File: src/rtl/vsg_pkg.sv
package vsg_pkg;
  typedef enum logic [1:0] {
    GS_IDLE,
    GS_LOAD,
    GS_FIRST,
    GS_STEP
  } gen_state_e;

  // address decode codes
  localparam logic SEL_LINK   = 1'b0;
  localparam logic SEL_GLOBAL = 1'b1;
  localparam logic FLD_OFFSET = 1'b0;
  localparam logic FLD_PERIOD = 1'b1;
  localparam logic FLD_CYCLE  = 1'b0;
  localparam logic FLD_MASK   = 1'b1;
endpackage

File: src/rtl/vsg_cfg_regs.sv
module vsg_cfg_regs #(
  parameter int NL = 8,
  parameter int TW = 16,
  parameter int LW = 3
) (
  input  logic                   clk,
  input  logic                   rst_n,
  input  logic                   we,
  input  logic                   lock,
  input  logic [LW+1:0]          addr,
  input  logic [TW-1:0]          wdata,
  output logic [NL-1:0][TW-1:0]  offset_q,
  output logic [NL-1:0][TW-1:0]  period_q,
  output logic [TW-1:0]          cycle_q,
  output logic [NL-1:0]          mask_q
);
  import vsg_pkg::*;

  logic          wr_ok;
  logic          is_global;
  logic          fld;
  logic [LW-1:0] idx;

  assign wr_ok     = we && !lock;
  assign is_global = (addr[LW+1] == SEL_GLOBAL);
  assign fld       = addr[0];
  assign idx       = addr[LW:1];

  for (genvar g = 0; g < NL; g++) begin : g_link
    logic hit;
    assign hit = wr_ok && !is_global && (idx == LW'(g));
    always_ff @(posedge clk or negedge rst_n) begin
      if (!rst_n) begin
        offset_q[g] <= '0;
        period_q[g] <= '0;
      end else if (hit) begin
        if (fld == FLD_OFFSET) offset_q[g] <= wdata;
        else                   period_q[g] <= wdata;
      end
    end
  end

  always_ff @(posedge clk or negedge rst_n) begin
    if (!rst_n) begin
      cycle_q <= '0;
      mask_q  <= '0;
    end else if (wr_ok && is_global) begin
      if (fld == FLD_CYCLE) cycle_q <= wdata;
      else                  mask_q  <= wdata[NL-1:0];
    end
  end
endmodule

File: src/rtl/vsg_min_select.sv
module vsg_min_select #(
  parameter int NL = 8,
  parameter int RW = 17,
  parameter int LW = 3
) (
  input  logic [NL-1:0][RW-1:0] vals,
  input  logic [NL-1:0]         valid,
  output logic [RW-1:0]         min_val,
  output logic [LW-1:0]         min_idx,
  output logic                  any_valid
);
  // ascending scan with strict compare: ties go to the lowest index
  always_comb begin
    min_val   = '0;
    min_idx   = '0;
    any_valid = 1'b0;
    for (int i = 0; i < NL; i++) begin
      if (valid[i] && (!any_valid || (vals[i] < min_val))) begin
        min_val   = vals[i];
        min_idx   = LW'(i);
        any_valid = 1'b1;
      end
    end
  end
endmodule

File: src/rtl/vsg_sched_mem.sv
module vsg_sched_mem #(
  parameter int DEPTH = 64,
  parameter int DW    = 19,
  parameter int AW    = 6
) (
  input  logic          clk,
  input  logic          rst_n,
  input  logic          we,
  input  logic [AW-1:0] waddr,
  input  logic [DW-1:0] wdata,
  input  logic [AW-1:0] raddr,
  output logic [DW-1:0] rdata
);
  logic [DW-1:0] mem [DEPTH];

  always_ff @(posedge clk) begin
    if (we) mem[waddr] <= wdata;
  end

  always_ff @(posedge clk or negedge rst_n) begin
    if (!rst_n) rdata <= '0;
    else        rdata <= mem[raddr];
  end
endmodule

File: src/rtl/vl_sched_gen.sv
module vl_sched_gen #(
  parameter int NUM_LINKS   = 8,
  parameter int MAX_ENTRIES = 64,
  parameter int TW          = 16,
  localparam int LW  = (NUM_LINKS > 1) ? $clog2(NUM_LINKS) : 1,
  localparam int EAW = (MAX_ENTRIES > 1) ? $clog2(MAX_ENTRIES) : 1,
  localparam int CW  = $clog2(MAX_ENTRIES + 1)
) (
  input  logic           clk,
  input  logic           rst_n,
  input  logic           cfg_we,
  input  logic [LW+1:0]  cfg_addr,
  input  logic [TW-1:0]  cfg_wdata,
  input  logic           start,
  output logic           busy,
  output logic           done,
  output logic           ovf_err,
  output logic [TW-1:0]  start_tick,
  output logic [CW-1:0]  sched_len,
  input  logic [EAW-1:0] rd_addr,
  output logic [LW-1:0]  rd_link,
  output logic [TW-1:0]  rd_delay
);
  import vsg_pkg::*;

  localparam int RW = TW + 1;
  localparam int DW = LW + TW;

  // arithmetic kept in functions
  function automatic logic [RW-1:0] advance(input logic [RW-1:0] t, input logic [TW-1:0] p);
    return t + {1'b0, p};
  endfunction

  function automatic logic [TW-1:0] gap(input logic [RW-1:0] later, input logic [RW-1:0] earlier);
    logic [RW-1:0] d;
    d = later - earlier;
    return d[TW-1:0];
  endfunction

  function automatic logic beyond(input logic [RW-1:0] t, input logic [TW-1:0] c);
    return t > {1'b0, c};
  endfunction

  // configuration
  logic [NUM_LINKS-1:0][TW-1:0] offset_q;
  logic [NUM_LINKS-1:0][TW-1:0] period_q;
  logic [TW-1:0]                cycle_q;
  logic [NUM_LINKS-1:0]         mask_q;

  // generation state
  gen_state_e                   state_q;
  logic [NUM_LINKS-1:0][RW-1:0] run_q;
  logic [RW-1:0]                last_q;
  logic [LW-1:0]                pend_q;
  logic [EAW-1:0]               cnt_q;
  logic                         busy_q;
  logic                         done_q;
  logic                         ovf_q;
  logic [TW-1:0]                start_q;
  logic [CW-1:0]                len_q;

  // named internal events
  logic [RW-1:0] min_val;
  logic [LW-1:0] min_idx;
  logic          any_valid;
  logic          accept_start;
  logic          in_first;
  logic          in_step;
  logic          entry_we;
  logic          past_end;
  logic          table_full;
  logic          first_empty;
  logic          sel_adv;
  logic [EAW-1:0] wr_addr;
  logic [LW-1:0]  wr_link;
  logic [TW-1:0]  wr_delay;
  logic [DW-1:0]  rd_word;

  vsg_cfg_regs #(.NL(NUM_LINKS), .TW(TW), .LW(LW)) u_cfg (
    .clk      (clk),
    .rst_n    (rst_n),
    .we       (cfg_we),
    .lock     (busy_q),
    .addr     (cfg_addr),
    .wdata    (cfg_wdata),
    .offset_q (offset_q),
    .period_q (period_q),
    .cycle_q  (cycle_q),
    .mask_q   (mask_q)
  );

  vsg_min_select #(.NL(NUM_LINKS), .RW(RW), .LW(LW)) u_min (
    .vals      (run_q),
    .valid     (mask_q),
    .min_val   (min_val),
    .min_idx   (min_idx),
    .any_valid (any_valid)
  );

  assign accept_start = start && (state_q == GS_IDLE);
  assign in_first     = (state_q == GS_FIRST);
  assign in_step      = (state_q == GS_STEP);
  assign entry_we     = in_step;
  assign past_end     = beyond(min_val, cycle_q);
  assign table_full   = (cnt_q == EAW'(MAX_ENTRIES - 1));
  assign first_empty  = in_first && !any_valid;
  assign sel_adv      = (in_first && any_valid) || (in_step && !past_end && !table_full);
  assign wr_addr      = cnt_q;
  assign wr_link      = pend_q;
  assign wr_delay     = gap(min_val, last_q);

  // running next-send time per link
  for (genvar g = 0; g < NUM_LINKS; g++) begin : g_run
    always_ff @(posedge clk or negedge rst_n) begin
      if (!rst_n) begin
        run_q[g] <= '0;
      end else if (state_q == GS_LOAD) begin
        run_q[g] <= {1'b0, offset_q[g]};
      end else if (sel_adv && (min_idx == LW'(g))) begin
        run_q[g] <= advance(run_q[g], period_q[g]);
      end
    end
  end

  // sequencing
  always_ff @(posedge clk or negedge rst_n) begin
    if (!rst_n) begin
      state_q <= GS_IDLE;
      last_q  <= '0;
      pend_q  <= '0;
      cnt_q   <= '0;
      busy_q  <= 1'b0;
      done_q  <= 1'b0;
      ovf_q   <= 1'b0;
      start_q <= '0;
      len_q   <= '0;
    end else begin
      done_q <= 1'b0;
      case (state_q)
        GS_IDLE: begin
          if (accept_start) begin
            state_q <= GS_LOAD;
            busy_q  <= 1'b1;
            ovf_q   <= 1'b0;
            start_q <= '0;
            len_q   <= '0;
          end
        end
        GS_LOAD: state_q <= GS_FIRST;
        GS_FIRST: begin
          if (first_empty) begin
            state_q <= GS_IDLE;
            busy_q  <= 1'b0;
            done_q  <= 1'b1;
          end else begin
            start_q <= min_val[TW-1:0];
            last_q  <= min_val;
            pend_q  <= min_idx;
            cnt_q   <= '0;
            state_q <= GS_STEP;
          end
        end
        GS_STEP: begin
          if (past_end) begin
            len_q   <= CW'(cnt_q) + CW'(1);
            state_q <= GS_IDLE;
            busy_q  <= 1'b0;
            done_q  <= 1'b1;
          end else if (table_full) begin
            len_q   <= CW'(MAX_ENTRIES);
            ovf_q   <= 1'b1;
            state_q <= GS_IDLE;
            busy_q  <= 1'b0;
            done_q  <= 1'b1;
          end else begin
            pend_q <= min_idx;
            last_q <= min_val;
            cnt_q  <= cnt_q + 1'b1;
          end
        end
        default: state_q <= GS_IDLE;
      endcase
    end
  end

  vsg_sched_mem #(.DEPTH(MAX_ENTRIES), .DW(DW), .AW(EAW)) u_mem (
    .clk   (clk),
    .rst_n (rst_n),
    .we    (entry_we),
    .waddr (wr_addr),
    .wdata ({wr_link, wr_delay}),
    .raddr (rd_addr),
    .rdata (rd_word)
  );

  assign rd_link    = rd_word[DW-1:TW];
  assign rd_delay   = rd_word[TW-1:0];
  assign busy       = busy_q;
  assign done       = done_q;
  assign ovf_err    = ovf_q;
  assign start_tick = start_q;
  assign sched_len  = len_q;
endmodule

File: config.mk
export PLATFORM = sky130hd
export DESIGN_NAME = vl_sched_gen
export DESIGN_NICKNAME = d
export VERILOG_FILES = /design/src/rtl/vsg_pkg.sv /design/src/rtl/vsg_cfg_regs.sv /design/src/rtl/vsg_min_select.sv /design/src/rtl/vsg_sched_mem.sv /design/src/rtl/vl_sched_gen.sv
export SDC_FILE = /design/constraint.sdc
export NUM_CORES = 2
export LEC_CHECK = 0
export BUFFER_PORTS_ARGS = -buffer_cell sky130_fd_sc_hd__buf_2
export CAP_MARGIN = 20
export CORE_AREA = 4 4 384 386
export CTS_CLUSTER_SIZE = 30
export DETAILED_ROUTE_END_ITERATION = 6
export DIE_AREA = 0 0 388 390
export PLACE_DENSITY = 0.83
export RECOVER_POWER = 50
export SLEW_MARGIN = 20
export SYNTH_ARGS = -nofsm -noshare
export SYNTH_HDL_FRONTEND = slang
export SYNTH_SLANG_ARGS = --single-unit
File: constraint.sdc
create_clock -name clk -period 22.6 [get_ports clk]
set_input_delay 1.13 -clock clk [delete_from_list [all_inputs] [get_ports clk]]
set_output_delay 1.13 -clock clk [all_outputs]
set_load 0.1 [all_outputs]
==> run_results.csv <==
group,metric,value,unit
status,status,"finished with violations",
status,violations,"capacitance limit, slew limit",
timing,period_minus_slack,21170,ps
timing,hold_viol,0,
place,dp_worst_setup_slack,-267,ps
timing,slew_headroom,-488,%
die,core,0.143,mm^2
final_layout,layout-drive-gt1-share,22.6,%
die,io_pins,76,
final_layout,final_common_cell,"edfxtp_1",
setup_path,crit_path_top_delay_cell,"or4_1",
clock_network,root_buffer,"clkbuf_16",
grt,grt_pass1_wl,323000,um
setup_path,cpPeakStageDelay,630,ps
place,hpwl,124000,um
detailed_routing,routedWlPerCell,32.0,um
grt,grt_pass1_vias,46403,
timing,timing.hold.ws,472,ps
setup_path,critPathArrivalTime,21770,ps
die,die_height,390,um
final_layout,area_growth,11.5,%
clock_network,tritoncts,"done",
grt,use_met3,6.77,%
place,portBuffers,75,
detailed_routing,vias,46249,
timing,slew_violations,1378,
synthesis,yosys.area_share.xor_xnor,1.27,%
synthesis,yosys.area_share.simple,4.31,%
clock_network,cts.sinks,1704,
synthesis,yosysUniqueCellTypes,88,
detailed_routing,drt_iter0_drc,6128,
setup_path,worstSetupPathType,"reg2reg",
clock_network,ctsHoldBuffers,0,
synthesis,yosys_warnings,0,
synthesis,synth_nets,5044,
grt,antenna_found_initial,19,
timing,max_freq,0.0472,GHz
setup_path,start_kind,"flip-flop",
grt,grt_max_degree,168,
synthesis,ys_seq_area_share,64.1,%
die,die_w,388,um
timing,period_share,93.7,%
timing,setup_viol,0,
final_layout,most-common-layout-cells,"edfxtp_1 (1216), dfrtp_1 (487), mux4_2 (399)",
synthesis,synthAdderAreaFrac,4.76,%
grt,grt.busiest_layer,"met2",
synthesis,synth_edf_count,1216,
clock_network,cts_buffer_depth,3,
die,initial_core_util,53.0,%
die,rows,139,
clock_network,numCtsBuffers,167,
synthesis,syn_inst,4729,
detailed_routing,drc,0,
clock_network,clock_latency,870,ps
grt,grtUsageMet1,37.3,%
grt,overflow,0,
grt,met2_usage,46.6,%
setup_path,critical_path.max_fanout,64,
synthesis,async_flop_share,28.6,%
timing,setup_ws,1430,ps
setup_path,end_kind,"flip-flop",
synthesis,synth_mux_area_share,17.8,%
clock_network,path_clk_slew,60,ps
synthesis,avgSynthCellArea,16.1,um^2
final_layout,nets,5197,
clock_network,cts_htree_levels,4,
synthesis,synth-compound-area-share,5.94,%
setup_path,worst-r2r-setup-slack,1430,ps
detailed_routing,ant_nets,0,
hold_path,hold_class,"reg2reg",
synthesis,ys_ff_latch,1704,
grt,grt_usage,29.3,%
timing,worst_pin_slew,8820,ps
synthesis,synth_top_family_by_area,"multiplexers",
detailed_routing,wirelength,222000,um
synthesis,syn_area,0.0760,mm^2
setup_path,cp.required,23200,ps
setup_path,cp_common_cell,"a21oi_1",
detailed_routing,viasPerCell,6.67,
detailed_routing,drt_pass1_iterations,6,
place,gp_congestion,0.930,
job,cap_viol_max_count,47,
timing,skew,129,ps
die,dieArea,0.151,mm^2
synthesis,ys.flop_type,"edfxtp_1",
==> metrics by stage <==
step	setup TNS (ps)	area, um^2	util [%]	instances
after floorplan	0	76000	-	4729
after global placement	0	79300	55.3	6602
after detailed placement	-48520	79300	55.3	6602
after CTS	0	85000	59.2	6906
after global routing	-10.4	84800	59.1	6921
final	0	84800	59.1	6934
==> path summary, 6_finish.rpt <==
check / from / endpoint / depth (start not counted)
worst max-delay path: u_cfg.mask_q[0] / u_mem.mem[59][14] / 87
worst min-delay path: u_cfg.offset_q[24] / run_q[25] / 2
worst max register to register: u_cfg.mask_q[0] / u_mem.mem[59][14] / 87
worst min register to register: u_cfg.offset_q[24] / run_q[25] / 2
max in group asynchronous: rst_n / u_cfg.mask_q[0] / 3
min in group asynchronous: rst_n / start_tick[13] / 1
==> routing by layer <==
metal	vias up	part of all wire (%)
li1	18626	-
met1	23468	35
met2	3316	48
met3	831	10
met4	8	6.7
met5	-	0.020
==> final cells by class <==
| class | count | area, um^2 |
|---|---|---|
| fill | 10014 | 58700 |
| sequential | 1704 | 48700 |
| multi-input combinational | 2652 | 26200 |
| clock buffer | 220 | 4480 |
| tap | 1903 | 2380 |
| timing repair buffer | 199 | 1180 |
| clock inverter | 84 | 1140 |
| inverter | 158 | 593 |
| antenna | 14 | 35.0 |
==> worst max-delay path: cells and delay by family (launching register included) <==
family	cells	cell delay (ps)
AO/OA/AOI/OAI	44	10530
XOR/XNOR	1	180
adder cells (fa/ha/maj)	9	2900
buffers and inverters	3	660
flip-flops	1	570
multiplexers	2	700
AND/OR/NAND/NOR	28	5270
==> cells by family after synthesis <==
logic type	Yosys count
buf+inv	374
xor+xnor	110
simple gates	728
mux	813
fa+ha+maj	284
compound gates	716
flops	1704
==> flip-flops by register name, summed over array words and instances, names as in the netlist <==
signal and count:
u_mem.rdata 19, sched_len 7, u_cfg.cycle_q 16, ovf_err 1, run_q 136, busy 1, pend_q 3, u_mem.mem 1216
u_cfg.mask_q 8, last_q 16, start_tick 16, u_cfg.offset_q 128, done 1, u_cfg.period_q 128, state_q 2, cnt_q 6
==> cells in the mapped netlist, drive strengths merged (4+ instances only) <==
master,n,share of area (%)
edfxtp,1216,48
dfrtp,488,16
mux4,399,12
nand2,313,1.5
mux2,298,4.4
o21ai,278,1.8
ha,275,4.5
nor2,201,0.99
a21oi,177,1.2
clkbuf,161,0.79
inv,158,0.78
mux2i,116,1.5
a21o,86,0.85
xnor2,71,0.82
buf,55,0.31
xor2,39,0.45
nand3,33,0.22
nand4,32,0.26
nor2b,30,0.25
o21a,28,0.28
nand2b,25,0.21
nor3,23,0.15
a21boi,22,0.22
a22o,18,0.21
a211oi,15,0.18
a31oi,14,0.13
o21bai,12,0.12
or2,11,0.090
and2,9,0.074
fa,9,0.24
or3,9,0.074
nand3b,8,0.079
nand4b,8,0.092
o211ai,8,0.097
a2111oi,7,0.18
nor4,7,0.066
o31a,6,0.069
o221ai,5,0.058
and4,4,0.046
o311ai,4,0.056
o31ai,4,0.039
==> timing repair <==
action / 4_1_cts / 5_1_grt
pin swaps: 0 / 4
setup endpoints to repair: 247 / 813
setup buffers: 0 / 12
cloned: 0 / 1
resized for setup: 7 / 21
Power is not shown: default switching activity piles up to over one toggle a cycle in this logic, so the estimate is an artifact.
